$ cat src/rtl/fsup_pkg.sv
package fsup_pkg;

    typedef enum logic [2:0] {
        ST_SLEEP = 3'd0,
        ST_WAKE  = 3'd1,
        ST_ARM   = 3'd2,
        ST_RUN   = 3'd3,
        ST_ENLOW = 3'd4,
        ST_LOCK  = 3'd5
    } fsup_state_t;

    typedef enum logic [2:0] {
        FC_NONE  = 3'd0,
        FC_UVLO  = 3'd1,
        FC_SHORT = 3'd2,
        FC_OPEN  = 3'd3,
        FC_VREG  = 3'd4,
        FC_OVERV = 3'd5,
        FC_OVERT = 3'd6,
        FC_OVERI = 3'd7
    } fsup_code_t;

    // index of each comparator inside the filter bank
    localparam int unsigned IX_OV   = 0;
    localparam int unsigned IX_UVLO = 1;
    localparam int unsigned IX_VREG = 2;
    localparam int unsigned IX_OC   = 3;
    localparam int unsigned IX_OPEN = 4;
    localparam int unsigned IX_OT   = 5;
    localparam int unsigned N_FILT  = 6;

endpackage

$ cat src/rtl/fsup_filter.sv
module fsup_filter #(
    parameter int unsigned N = 4
) (
    input  logic clk,
    input  logic rst_n,
    input  logic raw,
    output logic flt
);
    localparam int unsigned CW = (N < 2) ? 1 : $clog2(N);

    logic [CW-1:0] run_cnt;

    always_ff @(posedge clk or negedge rst_n) begin
        if (!rst_n) begin
            run_cnt <= '0;
            flt     <= 1'b0;
        end else if (!raw) begin
            run_cnt <= '0;
            flt     <= 1'b0;
        end else if (run_cnt < CW'(N - 1)) begin
            run_cnt <= run_cnt + 1'b1;
        end else begin
            flt <= 1'b1;
        end
    end

endmodule

$ cat src/rtl/fsup_prio.sv
module fsup_prio
    import fsup_pkg::*;
(
    input  logic       uvlo,
    input  logic       short_err,
    input  logic       open_pin,
    input  logic       vreg_uv,
    input  logic       over_v,
    input  logic       over_t,
    input  logic       over_i,
    output fsup_code_t code
);
    always_comb begin
        if (uvlo)           code = FC_UVLO;
        else if (short_err) code = FC_SHORT;
        else if (open_pin)  code = FC_OPEN;
        else if (vreg_uv)   code = FC_VREG;
        else if (over_v)    code = FC_OVERV;
        else if (over_t)    code = FC_OVERT;
        else if (over_i)    code = FC_OVERI;
        else                code = FC_NONE;
    end

endmodule

$ cat src/rtl/fsup_ctrl.sv
module fsup_ctrl
    import fsup_pkg::*;
#(
    parameter int unsigned RST_MIN_CYC = 240,
    parameter int unsigned ARM_CYC     = 1150,
    parameter int unsigned SLEEP_CYC   = 83000,
    parameter int unsigned WAKE_CYC    = 20000
) (
    input  logic        clk,
    input  logic        rst_n,
    input  logic        en,
    input  logic        uvlo,
    output fsup_state_t state,
    output logic        clr_short
);
    localparam int unsigned M1  = (SLEEP_CYC > WAKE_CYC) ? SLEEP_CYC : WAKE_CYC;
    localparam int unsigned M2  = (ARM_CYC > RST_MIN_CYC) ? ARM_CYC : RST_MIN_CYC;
    localparam int unsigned MX  = (M1 > M2) ? M1 : M2;
    localparam int unsigned CW  = $clog2(MX + 1);

    fsup_state_t   state_nx;
    logic [CW-1:0] cnt;

    // state register and interval counter
    always_ff @(posedge clk or negedge rst_n) begin
        if (!rst_n) begin
            state <= ST_SLEEP;
            cnt   <= '0;
        end else begin
            state <= state_nx;
            if (state_nx != state)   cnt <= '0;
            else if (cnt != CW'(MX)) cnt <= cnt + 1'b1;
        end
    end

    always_comb begin
        state_nx = state;
        unique case (state)
            ST_SLEEP: if (en) state_nx = ST_WAKE;
            ST_WAKE: begin
                if (!en)                          state_nx = ST_SLEEP;
                else if (cnt == CW'(WAKE_CYC - 1)) state_nx = ST_RUN;
            end
            ST_ARM: begin
                if (!en)                          state_nx = ST_ENLOW;
                else if (cnt == CW'(ARM_CYC - 1))  state_nx = ST_RUN;
            end
            ST_RUN: begin
                if (!en)       state_nx = ST_ENLOW;
                else if (uvlo) state_nx = ST_LOCK;
            end
            ST_LOCK: if (!en) state_nx = ST_ENLOW;
            ST_ENLOW: begin
                if (en)                              state_nx = ST_ARM;
                else if (cnt == CW'(SLEEP_CYC - 1))  state_nx = ST_SLEEP;
            end
            default: state_nx = ST_SLEEP;
        endcase
    end

    // reset of the error registers once the low interval exceeds the minimum
    always_comb begin
        clr_short = (state == ST_ENLOW) && (cnt == CW'(RST_MIN_CYC));
    end

endmodule

$ cat src/rtl/fault_supervisor.sv
module fault_supervisor
    import fsup_pkg::*;
#(
    parameter int unsigned DB_OV_CYC   = 3800,
    parameter int unsigned DB_UVLO_CYC = 4000,
    parameter int unsigned DB_VREG_CYC = 4000,
    parameter int unsigned DB_OC_CYC   = 660,
    parameter int unsigned DB_OPEN_CYC = 500,
    parameter int unsigned DB_OT_CYC   = 20,
    parameter int unsigned RST_MIN_CYC = 240,
    parameter int unsigned ARM_CYC     = 1150,
    parameter int unsigned SLEEP_CYC   = 83000,
    parameter int unsigned WAKE_CYC    = 20000
) (
    input  logic       clk,
    input  logic       rst_n,
    input  logic       en_in,
    input  logic       ot_raw,
    input  logic       ov_raw,
    input  logic       oc_raw,
    input  logic       vreg_uv_raw,
    input  logic       vs_uv_raw,
    input  logic       lvl_open_raw,
    input  logic       sc_det,
    output logic       err_n,
    output logic       gate_off,
    output logic       sleep_req,
    output logic [2:0] fault_code
);
    localparam int unsigned DB_TAB [N_FILT] =
        '{DB_OV_CYC, DB_UVLO_CYC, DB_VREG_CYC, DB_OC_CYC, DB_OPEN_CYC, DB_OT_CYC};

    logic [N_FILT-1:0] raw_vec;
    logic [N_FILT-1:0] flt_vec;
    fsup_state_t       state;
    logic              clr_short;
    logic              short_q;
    fsup_code_t        enc;
    logic              running;

    always_comb begin
        raw_vec          = '0;
        raw_vec[IX_OV]   = ov_raw;
        raw_vec[IX_UVLO] = vs_uv_raw;
        raw_vec[IX_VREG] = vreg_uv_raw;
        raw_vec[IX_OC]   = oc_raw;
        raw_vec[IX_OPEN] = lvl_open_raw;
        raw_vec[IX_OT]   = ot_raw;
    end

    for (genvar g = 0; g < N_FILT; g++) begin : g_filt
        fsup_filter #(.N(DB_TAB[g])) u_filt (
            .clk   (clk),
            .rst_n (rst_n),
            .raw   (raw_vec[g]),
            .flt   (flt_vec[g])
        );
    end

    fsup_ctrl #(
        .RST_MIN_CYC (RST_MIN_CYC),
        .ARM_CYC     (ARM_CYC),
        .SLEEP_CYC   (SLEEP_CYC),
        .WAKE_CYC    (WAKE_CYC)
    ) u_ctrl (
        .clk       (clk),
        .rst_n     (rst_n),
        .en        (en_in),
        .uvlo      (flt_vec[IX_UVLO]),
        .state     (state),
        .clr_short (clr_short)
    );

    // short-circuit latch: armed only while running, cleared by enable reset
    always_ff @(posedge clk or negedge rst_n) begin
        if (!rst_n)                              short_q <= 1'b0;
        else if (clr_short)                      short_q <= 1'b0;
        else if (sc_det && (state == ST_RUN))    short_q <= 1'b1;
    end

    fsup_prio u_prio (
        .uvlo      (flt_vec[IX_UVLO]),
        .short_err (short_q),
        .open_pin  (flt_vec[IX_OPEN]),
        .vreg_uv   (flt_vec[IX_VREG]),
        .over_v    (flt_vec[IX_OV]),
        .over_t    (flt_vec[IX_OT]),
        .over_i    (flt_vec[IX_OC]),
        .code      (enc)
    );

    // outputs decoded from the state
    always_comb begin
        running    = (state == ST_RUN);
        sleep_req  = (state == ST_SLEEP) || (state == ST_LOCK);
        err_n      = running && (enc == FC_NONE);
        gate_off   = !running || short_q || flt_vec[IX_OPEN]
                     || flt_vec[IX_VREG] || flt_vec[IX_UVLO];
        if (running)                fault_code = enc;
        else if (state == ST_LOCK)  fault_code = FC_UVLO;
        else                        fault_code = FC_NONE;
    end

endmodule

$ cat config.mk
export PLATFORM = sky130hd
export DESIGN_NAME = fault_supervisor
export DESIGN_NICKNAME = d
export VERILOG_FILES = /design/src/rtl/fsup_pkg.sv /design/src/rtl/fsup_filter.sv /design/src/rtl/fsup_prio.sv /design/src/rtl/fsup_ctrl.sv /design/src/rtl/fault_supervisor.sv
export SDC_FILE = /design/constraint.sdc
export NUM_CORES = 1
export LEC_CHECK = 0
export ABC_AREA = 1
export BUFFER_PORTS_ARGS = -buffer_cell sky130_fd_sc_hd__clkbuf_2
export CELL_PAD_IN_SITES_DETAIL_PLACEMENT = 0
export CELL_PAD_IN_SITES_GLOBAL_PLACEMENT = 1
export CORE_AREA = 2 2 122 124
export CTS_CLUSTER_SIZE = 24
export DETAILED_ROUTE_END_ITERATION = 10
export DIE_AREA = 0 0 124 126
export PLACE_DENSITY = 0.59
export SYNTH_ARGS = -nofsm -noshare
export SYNTH_HDL_FRONTEND = slang
export SYNTH_SLANG_ARGS = --single-unit
$ cat constraint.sdc
create_clock -name clk -period 1.88 [get_ports clk]
set_input_delay 0.188 -clock clk [delete_from_list [all_inputs] [get_ports clk]]
set_output_delay 0.188 -clock clk [all_outputs]
set_load 0.005 [all_outputs]
* After elaboration in Yosys (flattened, before gate mapping)
Index checks and enable logic that the tools add are counted.
** Word-level totals
- Output and inout port bits :: 6
- Flip-flop bits (word level) :: 87
** Operators by class
- Magnitude comparators :: 6
- Reduce and logical (&&, ||, !) cells :: 13
- Equal/unequal tests :: 23
- $add $sub $neg :: 7
- Multiplexer cells :: 48
** Operators with widths (count)
- 2-to-1 mux 12 bit :: 6
- 2-to-1 mux 3 bit :: 18
- adder 12 x 1 -> 12 bit, second input constant :: 3
- < comparator 12 bit, second input constant :: 3
- 2-to-1 mux 17 bit :: 2
- 2-to-1 mux 10 bit :: 2
- 2-to-1 mux 9 bit :: 2
- one-hot mux 3 bit (6 select lines) :: 1
- adder 17 x 1 -> 17 bit, second input constant :: 1
- == test 17 x 11 -> 1 bit, second input constant :: 1
- == test 17 x 15 -> 1 bit, second input constant :: 1
- == test 17 bit, second input constant :: 1
- == test 17 x 8 -> 1 bit, second input constant :: 1
- inequality test 17 bit, second input constant :: 1
- 2-to-1 mux 1 bit :: 15
- inequality test 2 x 1 -> 1 bit, second input constant :: 6
- inequality test 2 bit, second input constant :: 6
- adder 10 x 1 -> 10 bit, second input constant :: 1
- < comparator 10 bit, second input constant :: 1
- 2-to-1 mux 5 bit :: 2
- adder 9 x 1 -> 9 bit, second input constant :: 1
- < comparator 9 bit, second input constant :: 1
- == test 3 x 2 -> 1 bit, second input constant :: 2
- == test 3 bit, second input constant :: 2
- 9 further kinds :: 17

* Longest topological paths before layout
Gate-level depths: netlist of the first run.
- Word-level depth :: 9
- Gate-level depth with buffers :: 14
- Mapped depth without buffers :: 13

* Modules after synthesis
Synthesis of the first run repeated with hierarchy kept, for this count alone.
** Unflattened totals
- Cell total of the unflattened synthesis :: 771
- Area, all modules :: 5654.2 um^2
** Modules (own cells, without submodules)
- fsup_filter (g_filt[1].u_filt ...) :: cells each 106, area an instance 799.5 um^2, times used 2, sequential area each 325.3 um^2
- fsup_ctrl :: cells each 179, area an instance 1392.6 um^2, times used 1, sequential area each 500.5 um^2
- fsup_filter (g_filt[0].u_filt) :: cells each 126, area an instance 838.3 um^2, times used 1, sequential area each 325.3 um^2
- fsup_filter (g_filt[3].u_filt) :: cells each 102, area an instance 721.9 um^2, times used 1, sequential area each 275.3 um^2
- fsup_filter (g_filt[4].u_filt) :: cells each 74, area an instance 570.5 um^2, times used 1, sequential area each 250.2 um^2
- fsup_filter (g_filt[5].u_filt) :: cells each 39, area an instance 316.6 um^2, times used 1, sequential area each 150.1 um^2
- fault_supervisor :: cells each 21, area an instance 132.6 um^2, times used 1, sequential area each 25.0 um^2
- fsup_prio :: cells each 18, area an instance 82.6 um^2, times used 1, sequential area each 0.0 um^2

* Worst setup path after synthesis of the first run
No wires, ideal clock.
- Kind :: reg2reg
- From :: register g_filt[2].u_filt.run_cnt[0]
- To :: register g_filt[2].u_filt.run_cnt[9]
- Required time :: 1.757 ns
- Library setup time :: 0.123 ns
- Stages on the path, launching flop included :: 11
- Path slack :: 0.335 ns
- Path buffers :: 1
- Period minus slack after synthesis :: 1.545 ns
- Arrival :: 1.422 ns
- Cells stage by stage :: dfrtp_1 > ha_1 > nand2_1 > nor2_1 > nand2_1 > nand2_1 > nand3_1 > clkbuf_1 > nand3_1 > o21ai_0 > a21oi_1
** Between the ends
- Word-level cells in the longest chain between the ends :: 3
- Elaborated cells between the ends (all ways) :: 5
- Classes of those cells :: 1 x add/sub; 1 x order compare; 1 x eq/ne; 2 x mux
** RTL lines
- start: declaration :: RTL line fsup_filter.sv:11 : logic [CW-1:0] run_cnt;
- start signal: assignment :: RTL line fsup_filter.sv:21 : run_cnt <= run_cnt + 1'b1;
- adder 12 x 1 -> 12 bit :: RTL line fsup_filter.sv:21
- 2-to-1 mux 12 bit :: RTL line fsup_filter.sv:20 : end else if (run_cnt < CW'(N - 1)) begin
- 2-to-1 mux 12 bit :: RTL line fsup_filter.sv:17 : end else if (!raw) begin
Parallel ways exist; a longest one is shown, timed or not. The select of a mux whose other input is x is not followed.
A chain may end at the register's enable or synchronous reset.

* Final worst setup path of the first run
- From :: register g_filt[4].u_filt.flt
- To :: output err_n
** Between the ends
- Word-level cells in the longest chain between the ends :: 5
** RTL lines
- start: declaration :: RTL line fsup_filter.sv:7 : output logic flt
- start signal: assignment :: RTL line fsup_filter.sv:16 : flt <= 1'b0;
- start signal: assignment :: RTL line fsup_filter.sv:19 : flt <= 1'b0;
- start signal: assignment :: RTL line fsup_filter.sv:23 : flt <= 1'b1;
- 2-to-1 mux 3 bit :: RTL line fsup_prio.sv:16 : else if (open_pin) code = FC_OPEN;
- 2-to-1 mux 3 bit :: RTL line fsup_prio.sv:15 : else if (short_err) code = FC_SHORT;
- 2-to-1 mux 3 bit :: RTL line fsup_prio.sv:14 : if (uvlo) code = FC_UVLO;
- zero test 3 bit :: RTL line fault_supervisor.sv:96 : err_n = running && (enc == FC_NONE);
- logical AND 1 bit :: RTL line fault_supervisor.sv:96
- end: declaration :: RTL line fault_supervisor.sv:25 : output logic err_n,
No other way between the ends.

==> metrics, run 1 <==
Primary FF master, synth dfrtp_1; I/O pins 16; Reg2Reg Setup Slack 0.16 ns; largest net degree at the start of global routing 63; Compound-Gate Fraction of Synth Area 0.104; Simple-Gate Fraction of Synth Area 0.298; CTS tree done; First-pass DRT Iterations 4; CTS buffer count 9; Final Hold Fails 0; Overall Power 5.25 mW; fin crit share 0.963; Max Cap Viol 0; Synth Instances 658; gr ovfl total 0; post-route setup TNS 0 ns; VDD IR-drop max 0.439 mV; WP data arrival 1.62 ns; Post-DP Area 5280 um^2; Crit Path Class flip-flop to output port; # fillers 1534; routed vias 4198; multiplexer area fraction after synthesis 0; die width 124 um; Worst-path clk slew 0.07 ns; Worst-Skew Late Latency 0.35 ns; Netlist cell types 34; Reg2Reg Depth 14; register area share after synthesis 0.443; CP required 1.69 ns; FMAX 552 MHz; Synth Area in XOR/XNOR 0.0427; leakage 2.59 nW; clk sinks 87; Cell Area, Synth 4920 um^2; EDFF count, synth 0; Hold Crit Class primary input to flip-flop; Worst slew margin 0.725; post-route antenna net violation count 0; num rows 44; effective utilization at floorplan 0.344; share of layout cells above drive strength 1 0.109; #FFs+latches synth 87; fin area 5680 um^2; antenna cell count 0; Slew @ Worst Pin 0.409 ns; via density per instance 4.78; Tmin final 1.81 ns; syn_area_per_cell 7.48 um^2; Post-layout nets 709; PD cells 925 nW/um^2; CP max FO 4; Adder-Cell Fraction of Synth Area 0.0229; Die Y 126 um; Clock Skews 0.00673 ns; CP Launch Type flip-flop; Slew Viols, Final 0; Post-Route WL 11100 um; hpwl dp 8080 um; number of global-route vias before repair 4202; dpl ws 0.0830 ns; Synth async-reset ratio 1.00; CP Capture Point err_n; I/O Buffers 15; CORE AREA 14300 um^2; Clock Tree Buf Depth 2; H-tree depth 3; gpl congestion 0.821; Root Driver clkbuf_16; CP Capture Type output port; syn nets 677; Worst R2R End u_ctrl.cnt[16]; Global Route Usage Sum 0.159; final setup margin 0.0693 ns; Final Setup Violations 0; Die Footprint 15600 um^2; post-DR wirelength/cell 12.6 um; Syn-to-layout area delta 15.4%; outcome finished, final reports clean; number of synthesis warnings 0; drc violations 0; initial antenna violation count 0; Critical R2R Launch u_ctrl.cnt[1]; first-pass GRT wire length 19700 um; largest family of logic cells by synthesized area simple AND/OR/NAND/NOR gates; DR iter-0 viols 177; Crit. Startpoint g_filt[4].u_filt.flt
cell usage in the layout (no fill, tap or decap), types with 3 or more instances in the layout:
| master | synthesis | routed |
|---|---|---|
| nor4_1 | 5 | 5 |
| xor2_1 | 18 | 18 |
| nand4_1 | 16 | 16 |
| inv_1 | 104 | 103 |
| clkbuf_2 | 0 | 14 |
| nor2_4 | 2 | 4 |
| clkbuf_16 | 0 | 9 |
| xnor2_1 | 6 | 6 |
| o21a_1 | 4 | 4 |
| a21oi_1 | 39 | 39 |
| or2_2 | 3 | 3 |
| nand2_2 | 3 | 5 |
| nor2_2 | 10 | 11 |
| dfrtp_1 | 87 | 87 |
| ha_1 | 9 | 8 |
| nand2_1 | 131 | 128 |
| nor2_1 | 82 | 79 |
| nand3_1 | 46 | 46 |
| a31oi_1 | 4 | 4 |
| o21ai_0 | 41 | 41 |
| nor3_1 | 26 | 26 |
| buf_4 | 1 | 13 |
through the flow:
| stage | cells | hold WS, ns | util |
|---|---|---|---|
| 4_1_cts | 877 | 0.0787 | 0.393 |
| 5_1_grt | 879 | 0.128 | 0.397 |
| 6_report | 879 | 0.0895 | 0.397 |
| 3_3_place_gp | 860 | 0.217 | 0.369 |
| 3_5_place_dp | 860 | 0.221 | 0.369 |
| 2_1_floorplan | 658 | -0.108 | - |
cell type report:
type,count,area [um^2],share of cell area
Clock inverter,5,56.3,0.00991
Sequential cell,87,2180,0.383
Multi-Input combinational cell,457,2350,0.414
Tap cell,184,230,0.0405
Inverter,105,394,0.0694
Clock buffer,11,253,0.0445
Timing Repair Buffer,30,218,0.0383
flip-flops by register name (all words and copies together) (netlist names):
signal                 flops
g_filt.u_filt.flt          6
g_filt.u_filt.run_cnt     60
u_ctrl.cnt                17
u_ctrl.state               3
short_q                    1
synthesized netlist by cell type, types with 4 or more instances:
| master | number | share of area |
|---|---|---|
| nand3_1 | 46 | 0.047 |
| nand2_1 | 131 | 0.10 |
| nor3_1 | 26 | 0.026 |
| o21ai_0 | 41 | 0.042 |
| xor2_1 | 18 | 0.032 |
| a21oi_1 | 39 | 0.040 |
| nor4_1 | 5 | 0.0064 |
| xnor2_1 | 6 | 0.011 |
| nand4_1 | 16 | 0.020 |
| dfrtp_1 | 87 | 0.44 |
| ha_1 | 9 | 0.023 |
| inv_1 | 104 | 0.079 |
| nor2_1 | 82 | 0.063 |
| nor2_2 | 10 | 0.013 |
| a31oi_1 | 4 | 0.0051 |
| o21a_1 | 4 | 0.0061 |
| clkbuf_1 | 4 | 0.0031 |
worst max-delay path, stage by stage, from the launching register on:
cell and delay, ns:
dfrtp_1 0.41, nor2_4 0.19, nand2_2 0.11, a2111oi_4 0.29
buf_4 0.17, clkbuf_2 0.11
routing by layer:
metal	part of all wire	up-vias	global-route usage
met3	0.027	14	0.0294
met1	0.48	1943	0.211
met4	0.021	0	0.0635
met5	0	-	0
li1	-	2194	-
met2	0.47	47	0.254
what timing repair did:
action / in CTS / in global routing
hold endpoints to repair: 87 / 0
pin swaps: 0 / 3
buffers inserted: 0 / 2
hold buffers: 1 / 0
resized for setup: 6 / 8
setup endpoints to repair: 1 / 28
worst min path at each step:
stage,startpoint,endpoint,slack (ns),depth (start not counted)
2_1_floorplan,rst_n,g_filt[0].u_filt.flt,-0.11,0
3_3_place_gp,rst_n,u_ctrl.cnt[3],0.22,2
3_5_place_dp,rst_n,u_ctrl.cnt[3],0.22,2
4_1_cts,ot_raw,g_filt[5].u_filt.run_cnt[3],0.08,3
5_1_grt,ot_raw,g_filt[5].u_filt.run_cnt[3],0.13,3
6_report,ot_raw,g_filt[5].u_filt.run_cnt[3],0.09,3
report_power, final:
| part | internal [mW] | leakage (nW) | switching (mW) | total (mW) |
|---|---|---|---|---|
| Sequential | 2.00 | 1.19 | 0.150 | 2.15 |
| Clock | 1.10 | 0.152 | 0.761 | 1.86 |
| Combinational | 0.474 | 1.25 | 0.766 | 1.24 |
cell families (layout without fill, tap and decap cells):
family / count (synthesis) / in the layout
simple gates: 329 / 329
buf+inv: 114 / 151
compound gates: 95 / 95
flops: 87 / 87
xor+xnor: 24 / 24
fa+ha+maj: 9 / 9
Note: power is estimated with default switching activity, not from simulation.
==> run 2: changes to the inputs <==
--- a/config.mk
+++ b/config.mk
@@ -5,15 +5,14 @@
 export SDC_FILE = /design/constraint.sdc
 export NUM_CORES = 1
 export LEC_CHECK = 0
-export ABC_AREA = 1
 export BUFFER_PORTS_ARGS = -buffer_cell sky130_fd_sc_hd__clkbuf_2
 export CELL_PAD_IN_SITES_DETAIL_PLACEMENT = 0
 export CELL_PAD_IN_SITES_GLOBAL_PLACEMENT = 1
-export CORE_AREA = 2 2 122 124
+export CORE_AREA = 2 2 120 122
 export CTS_CLUSTER_SIZE = 24
 export DETAILED_ROUTE_END_ITERATION = 10
-export DIE_AREA = 0 0 124 126
-export PLACE_DENSITY = 0.59
+export DIE_AREA = 0 0 122 124
+export PLACE_DENSITY = 0.57
 export SYNTH_ARGS = -nofsm -noshare
 export SYNTH_HDL_FRONTEND = slang
 export SYNTH_SLANG_ARGS = --single-unit
==> run 2 against run 1 <==
The flow now finishes with violations (negative setup slack); wire length is 7.5% lower; core utilization is 2.1 points higher; area after synthesis decreased by 2.8%; non-clock buffer count is 35 higher; largest power group unchanged; power shrank 18%; global-route usage shrank 1.1 points; count of clock-buffer cells in the layout is 3 higher.
==> metrics, run 2 <==
routed vias 3658 (was 4198); gr ovfl total 0 (unchanged); WP data arrival 2.21 ns (was 1.62 ns); Clock Skews 0.00706 ns (was 0.00673 ns); clk sinks 87 (unchanged); Synth Instances 494 (was 658); Synth async-reset ratio 1.00 (unchanged); Synth area leaders dfrtp_1, xnor2_1, and2_1 (was dfrtp_1, nand2_1, inv_1); Slew @ Worst Pin 0.454 ns (was 0.409 ns); Crit Path Class flip-flop to flip-flop (was flip-flop to output port); Primary FF master, synth dfrtp_1 (unchanged); CP Capture Type flip-flop (was output port); Root Driver clkbuf_16 (unchanged); register area share after synthesis 0.455 (was 0.443); dpl ws -0.0958 ns (was 0.0830 ns); hpwl dp 7200 um (was 8080 um); H-tree depth 3 (unchanged); syn_area_per_cell 9.68 um^2 (was 7.48 um^2); PD cells 748 nW/um^2 (was 925 nW/um^2); Die Y 124 um (was 126 um); CP Launch Type flip-flop (unchanged); Clock Tree Buf Depth 2 (unchanged); most common cell after layout, fill and taps aside dfrtp_1 (was nand2_1); Final Setup Violations 19 (was 0); post-route antenna net violation count 0 (unchanged); CORE AREA 13700 um^2 (was 14300 um^2); initial antenna violation count 0 (unchanged); Reg2Reg Depth 6 (was 14); Worst slew margin 0.697 (was 0.725); placed insts 717 (was 860); Cell Area, Synth 4780 um^2 (was 4920 um^2); Biggest register g_filt.u_filt.run_cnt (unchanged); Non-Filler Instances 739 (was 879); num rows 43 (was 44); Max Cap Viol 0 (unchanged); Hold Crit Class primary input to flip-flop (unchanged); I/O Buffers 15 (unchanged); EDFF count, synth 0 (unchanged); number of synthesis warnings 0 (unchanged); Post-Route WL 10200 um (was 11100 um); Post-layout nets 574 (was 709); Slew Viols, Final 0 (unchanged); via density per instance 4.95 (was 4.78); gpl congestion 0.776 (was 0.821); largest net degree at the start of global routing 41 (was 63); Netlist cell types 51 (was 34); Post-DP Area 5370 um^2 (was 5280 um^2); VDD IR-drop max 0.441 mV (was 0.439 mV); first-pass GRT wire length 17700 um (was 19700 um); most frequent cells in the layout dfrtp_1, nand2_1, buf_4, and2_1, xnor2_1 (was nand2_1, inv_1, dfrtp_1, nor2_1, nand3_1); biggest regs g_filt.u_filt.run_cnt x60, u_ctrl.cnt x17, g_filt.u_filt.flt x6 (unchanged); die width 122 um (was 124 um); final setup margin -0.100 ns (was 0.0693 ns); Die Footprint 15100 um^2 (was 15600 um^2); Final Hold Fails 0 (unchanged); share of layout cells above drive strength 1 0.174 (was 0.109); Syn-to-layout area delta 19.8% (was 15.4%); post-route setup TNS -1.62 ns (was 0 ns); number of global-route vias before repair 3676 (was 4202); leakage 2.55 nW (was 2.59 nW); Commonest cells post-synth dfrtp_1, nand2_1, and2_1, xnor2_1, nor2_1 (was nand2_1, inv_1, dfrtp_1, nor2_1, nand3_1); post-DR wirelength/cell 13.8 um (was 12.6 um); Tmin final 1.98 ns (was 1.81 ns); cell taking the most area after synthesis dfrtp_1 (unchanged); fin crit share 1.05 (was 0.963); Largest register FFs 60 (unchanged); Layout Utilization 0.417 (was 0.397); I/O pins 16 (unchanged); CTS tree done (unchanged); fin area 5730 um^2 (was 5680 um^2); FMAX 505 MHz (was 552 MHz); CP required 2.11 ns (was 1.69 ns); drc violations 0 (unchanged); Global Route Usage Sum 0.148 (was 0.159); Synth top area share 0.455 (was 0.443); most frequent cell after synthesis dfrtp_1 (was nand2_1); sw frac 0.258 (was 0.319); CP max FO 17 (was 4); outcome finished with violations (was finished, final reports clean); syn nets 513 (was 677); RSZ-0062 raised after global routing true; Worst-path clk slew 0.06 ns (was 0.07 ns); antenna cell count 0 (unchanged); clock power share 0.376 (was 0.354); number of cells on the worst hold path 2 (was 3); effective utilization at floorplan 0.348 (was 0.344); CTS buffer count 9 (unchanged); combinational power share 0.152 (was 0.236); #FFs+latches synth 87 (unchanged); Worst-Skew Late Latency 0.34 ns (was 0.35 ns); First-pass DRT Iterations 4 (unchanged); Seq pwr share 0.472 (was 0.409); failing checks negative setup slack; DR iter-0 viols 153 (was 177); Int Pwr 3.18 mW (was 3.57 mW); Psw 1.11 mW (was 1.68 mW)
## run 2: changes by cell type after synthesis, moves of 10 or more
cell,delta
inv_1,-91
nand2_1,-81
nor2_1,-56
and2_1,+37
o21ai_0,-32
a21oi_1,-28
xnor2_1,+25
nand3_1,-21
nor2b_1,+19
nor3_1,-10
nor3b_1,+10
## run 2: cells by family after synthesis
group / after synthesis / share of synthesized area
DFF: 87 / 0.455
muxes: 8 / 0.0168
adders and majority gates: 9 / 0.0236
buffers and inverters: 28 / 0.0238
and+or+nand+nor: 241 / 0.278
xor gates and xnor gates: 55 / 0.101
AOI/OAI and AO/OA: 66 / 0.102
## run 2: cell type report
| class | count | area [um^2] |
|---|---|---|
| clock inverter | 1 | 5.00 |
| multi-input combinational | 379 | 2530 |
| timing repair buffer | 65 | 484 |
| clock buffer | 14 | 254 |
| fill | 1394 | 7990 |
| inverter | 13 | 48.8 |
| sequential | 87 | 2180 |
| tap | 180 | 225 |
## run 2: worst paths after layout
kind / slack [ns] / endpoint / start
setup reg to reg: -0.10 / u_ctrl.cnt[2] / u_ctrl.cnt[7]
hold / removal: 0.14 / g_filt[5].u_filt.run_cnt[3] / ot_raw
setup / recovery: -0.10 / u_ctrl.cnt[2] / u_ctrl.cnt[7]
min in group asynchronous: 0.34 / g_filt[0].u_filt.run_cnt[4] / rst_n
max in group asynchronous: 0.95 / u_ctrl.state[1] / rst_n
hold reg to reg: 0.50 / g_filt[0].u_filt.run_cnt[11] / g_filt[0].u_filt.run_cnt[11]
## run 2: power by group through the flow
stage,Clock [mW],Sequential (mW),Combinational [mW]
final,1.61,2.02,0.651
after global routing,1.75,2.03,0.739
after CTS,1.69,2.02,0.653
after detailed placement,0,2.05,0.631
after global placement,0,2.05,0.627
after floorplan,0,2.05,0.356
## run 2: layer usage
layer / vias up / wire length, um / part of all wire / global-route usage
li1: 1851 / - / - / -
met1: 1777 / 5130 / 0.50 / 0.201
met2: 19 / 4720 / 0.46 / 0.233
met3: 11 / 194 / 0.019 / 0.0298
met4: 0 / 179 / 0.017 / 0.0582
met5: - / 0 / 0 / 0
## run 2: timing repair
action                                  in CTS  in global routing
buffers inserted                             2                  4
pin swaps                                    0                  5
resized for setup                            5                  9
hold endpoints to repair                    32                  0
endpoints found under the setup margin      20                 27
hold buffers                                 1                  0
## run 2: per-stage QoR
stage          hold slack, ns  total power, mW
3_3_place_gp            0.178             2.68
5_1_grt                 0.143             4.53
6_report                0.140             4.28
4_1_cts                 0.128             4.37
2_1_floorplan          -0.108             2.41
3_5_place_dp            0.179             2.68
## run 2: worst max-delay path: stages, from the launching register on
cell and delay (ns):
dfrtp_1 0.38, or4_4 0.56, or2_4 0.25, o31a_1 0.27
o22ai_4 0.15, buf_12 0.18, nor3b_1 0.07
